===== config.mk =====
export PLATFORM = sky130hd
export DESIGN_NAME = chain_adc_port
export DESIGN_NICKNAME = d
export VERILOG_FILES = /design/src/rtl/chain_port_pkg.sv /design/src/rtl/cps_sync.sv /design/src/rtl/cps_timer.sv /design/src/rtl/cps_shift.sv /design/src/rtl/chain_adc_port.sv
export SDC_FILE = /design/constraint.sdc
export NUM_CORES = 1
export LEC_CHECK = 0
export ABC_AREA = 1
export BUFFER_PORTS_ARGS = -buffer_cell sky130_fd_sc_hd__buf_2
export CAP_MARGIN = 20
export CORE_AREA = 2 2 74 76
export DETAILED_ROUTE_END_ITERATION = 16
export DIE_AREA = 0 0 76 78
export PLACE_DENSITY = 0.49
export SYNTH_ARGS = -nofsm -noshare
export SYNTH_HDL_FRONTEND = slang
export SYNTH_SLANG_ARGS = --single-unit

===== constraint.sdc =====
create_clock -name clk -period 1.4 [get_ports clk]
set_input_delay 0.42 -clock clk [delete_from_list [all_inputs] [get_ports clk]]
set_output_delay 0.42 -clock clk [all_outputs]
set_load 0.01 [all_outputs]

===== src/rtl/chain_port_pkg.sv =====
package chain_port_pkg;

  typedef enum logic [1:0] {
    ST_IDLE = 2'd0,
    ST_CONV = 2'd1,
    ST_READ = 2'd2
  } chain_state_e;

endpackage


===== src/rtl/cps_sync.sv =====
module cps_sync #(
  parameter int N      = 3,
  parameter int STAGES = 2
) (
  input  logic         clk,
  input  logic         rst,
  input  logic [N-1:0] d_i,
  output logic [N-1:0] q_o
);
  logic [N-1:0] pipe [STAGES];

  always_ff @(posedge clk) begin
    if (rst) pipe[0] <= '0;
    else     pipe[0] <= d_i;
  end

  for (genvar s = 1; s < STAGES; s++) begin : g_stage
    always_ff @(posedge clk) begin
      if (rst) pipe[s] <= '0;
      else     pipe[s] <= pipe[s-1];
    end
  end

  assign q_o = pipe[STAGES-1];
endmodule


===== src/rtl/cps_timer.sv =====
module cps_timer #(
  parameter int CYCLES = 40
) (
  input  logic clk,
  input  logic rst,
  input  logic start_i,
  input  logic abort_i,
  output logic done_o
);
  localparam int CW = (CYCLES > 1) ? $clog2(CYCLES) : 1;
  localparam logic [CW-1:0] LOAD = CW'(CYCLES - 1);

  logic [CW-1:0] cnt_q;
  logic          run_q;

  always_ff @(posedge clk) begin
    if (rst) begin
      cnt_q <= '0;
      run_q <= 1'b0;
    end else if (abort_i) begin
      run_q <= 1'b0;
    end else if (start_i) begin
      cnt_q <= LOAD;
      run_q <= 1'b1;
    end else if (run_q) begin
      if (cnt_q == '0) run_q <= 1'b0;
      else             cnt_q <= cnt_q - 1'b1;
    end
  end

  assign done_o = run_q && (cnt_q == '0);
endmodule


===== src/rtl/cps_shift.sv =====
module cps_shift #(
  parameter int W = 14
) (
  input  logic         clk,
  input  logic         rst,
  input  logic         load_i,
  input  logic [W-1:0] word_i,
  input  logic         shift_i,
  input  logic         sin_i,
  output logic [W-1:0] q_o,
  output logic [W-1:0] nxt_o
);
  logic [W-1:0] q;

  always_comb begin
    if (load_i)       nxt_o = word_i;
    else if (shift_i) nxt_o = {q[W-2:0], sin_i};
    else              nxt_o = q;
  end

  always_ff @(posedge clk) begin
    if (rst) q <= '0;
    else     q <= nxt_o;
  end

  assign q_o = q;
endmodule


===== src/rtl/chain_adc_port.sv =====
module chain_adc_port
  import chain_port_pkg::*;
#(
  parameter int W           = 14,
  parameter int CONV_CYCLES = 40,
  parameter int SYNC_STAGES = 2
) (
  input  logic         clk,
  input  logic         rst,
  input  logic         cnv_i,
  input  logic         sck_i,
  input  logic         sdi_i,
  input  logic [W-1:0] sample_i,
  output logic         sdo_o
);
  localparam int NSYNC = 3;
  localparam int B_CNV = 0;
  localparam int B_SCK = 1;
  localparam int B_SDI = 2;

  logic [NSYNC-1:0] raw_in, syn;
  logic             cnv_s, sck_s, sdi_s;
  logic             cnv_p, sck_p;
  logic             cnv_rise, cnv_fall, sck_fall;
  logic             conv_done, tmr_start, tmr_abort;
  logic             sh_load, sh_shift;
  logic [W-1:0]     sh_q, sh_nxt;
  chain_state_e     state_q, st_n;
  logic             sdo_q;

  assign raw_in[B_CNV] = cnv_i;
  assign raw_in[B_SCK] = sck_i;
  assign raw_in[B_SDI] = sdi_i;

  cps_sync #(.N(NSYNC), .STAGES(SYNC_STAGES)) u_sync (
    .clk(clk), .rst(rst), .d_i(raw_in), .q_o(syn)
  );

  assign cnv_s = syn[B_CNV];
  assign sck_s = syn[B_SCK];
  assign sdi_s = syn[B_SDI];

  always_ff @(posedge clk) begin
    if (rst) begin
      cnv_p <= 1'b0;
      sck_p <= 1'b0;
    end else begin
      cnv_p <= cnv_s;
      sck_p <= sck_s;
    end
  end

  assign cnv_rise =  cnv_s & ~cnv_p;
  assign cnv_fall = ~cnv_s &  cnv_p;
  assign sck_fall = ~sck_s &  sck_p;

  cps_timer #(.CYCLES(CONV_CYCLES)) u_timer (
    .clk(clk), .rst(rst), .start_i(tmr_start), .abort_i(tmr_abort),
    .done_o(conv_done)
  );

  cps_shift #(.W(W)) u_shift (
    .clk(clk), .rst(rst), .load_i(sh_load), .word_i(sample_i),
    .shift_i(sh_shift), .sin_i(sdi_s), .q_o(sh_q), .nxt_o(sh_nxt)
  );

  always_comb begin
    st_n      = state_q;
    tmr_start = 1'b0;
    tmr_abort = 1'b0;
    sh_load   = 1'b0;
    sh_shift  = 1'b0;
    unique case (state_q)
      ST_IDLE: begin
        if (cnv_rise && !sck_s) begin
          st_n      = ST_CONV;
          tmr_start = 1'b1;
        end
      end
      ST_CONV: begin
        if (cnv_fall) begin
          st_n      = ST_IDLE;
          tmr_abort = 1'b1;
        end else if (conv_done) begin
          st_n    = ST_READ;
          sh_load = 1'b1;
        end
      end
      ST_READ: begin
        if (cnv_fall)      st_n     = ST_IDLE;
        else if (sck_fall) sh_shift = 1'b1;
      end
      default: st_n = ST_IDLE;
    endcase
  end

  always_ff @(posedge clk) begin
    if (rst) begin
      state_q <= ST_IDLE;
      sdo_q   <= 1'b0;
    end else begin
      state_q <= st_n;
      sdo_q   <= (st_n == ST_READ) && sh_nxt[W-1];
    end
  end

  assign sdo_o = sdo_q;
endmodule


==> results.md <==
* Status: completed
* Initial DRC count at 93
* Clk root buf: clkbuf_8
* GRT Residual Overflow at 0
* Clock Tree Buf Depth at 2
* Worst Path Max Fanout at 5
* Clock Power Share at 0.349
* Nets@finish at 288
* Startpoint Class: flip-flop
* Starting Density at 0.318
* Initial antenna violation count at 0
* First-pass GRT wire length at 5480 um
* Vias in the first global route at 1294
* Antenna Nets Post-Route at 0
* Mapped Cells at 237
* ANT cells at 0
* Clk slew on worst S/H paths at 0.06 ns
* Wire per inst at 10.1 um
* Highest Clock Rate at 0.781 GHz
* Fin. Hold Viols at 0
* Rel. slew slack at 0.799
* Worst slew pin tran at 0.302 ns
* DP Worst Slack at 0.00300 ns
* Finished Layout Cells at 337
* Gr usage total at 0.116
* CTS sink count at 32
* TritonCTS Buffers at 5
* Final Wtd Congestion at 0.765
* Worst Path Required at 1.61 ns
* Residual DRC at 0
* Skew final at 0.00615 ns
* Synth cell types at 26
* H-tree Lvls at 2
* Seq/Total Area, Yosys at 0.399
* Synthesized area per cell at 6.77 um2
* PD cells at 956 nW/um2
* Crit path kind: reg -> reg
* Sw Ratio at 0.262
* Internal at 1.38 mW
* Via/cell ratio at 4.16
* Via Count at 1401
* Mapped Area at 1600 um2
* Slowest CP cell: dfxtp_2
* Std-Cell Rows at 26
* CP Capture Type: flip-flop
* Critical path cell sequence: inv_2 > ha_4 > nand3_4 > nand2_2 > nand2_2 > nand2_2 > nand2_1 > a21oi_1
* Skew-Pair Late Insertion Delay at 0.28 ns
* Core ar. at 5040 um2
* Critical Path Most Common Cell: nand2_2
* Port buffer count at 19
* Final min period at 1.28 ns
* Layout filler cell count at 548
* Critical path's largest stage delay at 0.32 ns
* Switch Pwr at 491 uW
* Final worst slack at 0.120 ns
* Post-CTS Setup Bufs at 0
* Yosys warning total at 0
* Die area at 5930 um2
* Worst Path Arrival at 1.49 ns
* Leakage Power at 0.922 nW
* Commonest non-fill, non-tap cell in the layout: nor2_1
* Reg power frac at 0.507
* Highest ir drop seen on vdd at 0.507 mV
* Hold Path Class: in -> reg
* Share of cells above drive strength 1 at 0.240
* Final setup violation count at 0
* I/O pin total at 20
* Die Y at 78 um
* # hold bufs at CTS at 0
* Syn Nets at 258
* Combinational Power Share at 0.144
* Die W at 76 um
* CTS tree: built
* DR pass1 iterations at 4
* Largest net degree at the start of global routing at 29
* Routed wire length at 3390 um
* Most frequent cells in the layout: nor2_1 (52), nand2_1 (51), inv_1 (34), dfxtp_1 (29), nand3_1 (21)
* Detailed placement HPWL at 2280 um
* Register area at 644 um2
* Inst Count DP at 328
* RSZ-0062 raised after global routing: yes
* Area of the multi-input gates at 845 um2
* Seq cells post-synth at 32
* Maxcap violations at 0
* Final Cycle Share at 0.914
* Area grow syn2layout at 22.3%
* Final core occ at 0.389
* Max Slew Vio Count at 0
[final timing paths]
path                          start                 to  slack, ns  cells past startpoint
setup / recovery   u_timer.cnt_q[1]   u_timer.cnt_q[1]       0.12                      8
hold / removal                cnv_i  u_sync.pipe[0][0]       0.34                      3
setup reg to reg   u_timer.cnt_q[1]   u_timer.cnt_q[1]       0.12                      8
hold reg to reg   u_sync.pipe[0][1]  u_sync.pipe[1][1]       0.40                      2
[sequential cells by signal, summed over array words and instances (netlist names)]
signal,count
state_q,2
cnv_p,1
sdo_o,1
u_timer.cnt_q,6
u_sync.pipe,6
sck_p,1
u_timer.run_q,1
u_shift.q_o,14
[layer usage]
layer | track usage | wire [um] | vias up
met4 | 0.0600 | 71 | 0
met5 | 0 | 0 | -
li1 | - | - | 777
met2 | 0.200 | 1570 | 18
met3 | 0.0291 | 94 | 5
met1 | 0.133 | 1660 | 601
[power groups by stage]
stage | clock [mW] | combinational, mW | sequential (mW)
2_1_floorplan | 0 | 0.168 | 0.969
3_3_place_gp | 0 | 0.240 | 0.969
3_5_place_dp | 0 | 0.239 | 0.969
4_1_cts | 0.692 | 0.241 | 0.949
5_1_grt | 0.724 | 0.305 | 0.954
6_report | 0.654 | 0.270 | 0.952
[cell families (layout without fill, tap and decap cells)]
group / after synthesis / count (layout) / share of synthesized area
adder cells (fa/ha/maj): 2 / 2 / 0.0156
flip-flops: 32 / 32 / 0.399
AO/OA/AOI/OAI: 9 / 9 / 0.0281
buffers and inverters: 45 / 73 / 0.124
AND/OR/NAND/NOR: 148 / 150 / 0.427
XOR/XNOR: 1 / 1 / 0.00546
[cell usage after synthesis (all sizes together)]
cell	instances	area, um2
nor2	61	270
nand2	57	226
inv	38	143
dfxtp	32	641
nand3	24	143
a21oi	8	40.0
buf	6	52.6
nand4	4	31.3
ha	2	25.0
nand3b	2	15.0
clkbuf	1	3.75
o21ai	1	5.00
xnor2	1	8.76
[area by class of cell]
type / count / share of cell area
Clock buffer: 6 / 0.0370
Clock inverter: 1 / 0.00255
Inverter: 38 / 0.0740
Multi-Input combinational cell: 162 / 0.430
Sequential cell: 32 / 0.328
Tap cell: 70 / 0.0446
Timing Repair Buffer: 28 / 0.0829
[critical path, delay by kind of cell (launching register included)]
kind,cells,cell delay [ns]
DFF,1,0.32
and+or+nand+nor,5,0.53
adders and majority gates,1,0.15
AOI/OAI and AO/OA,1,0.13
buffers and inverters,1,0.08
[metrics by stage]
step	hold slack (ns)	power, mW	instance area, um2	TNS, ns
global route	0.341	1.98	1960	-0.0208
finish	0.340	1.88	1960	0
detailed placement	0.395	1.21	1800	0
global placement	0.390	1.21	1800	-0.0279
floorplan	0.388	1.14	1600	0
CTS	0.330	1.88	1880	0
[timing repair]
action | 4_1_cts | 5_1_grt
gates resized for setup | 1 | 17
cloned | 0 | 2
endpoints found under the setup margin | 1 | 21
pin swaps | 0 | 8
No activity file was read; power rests on OpenSTA's default activity.
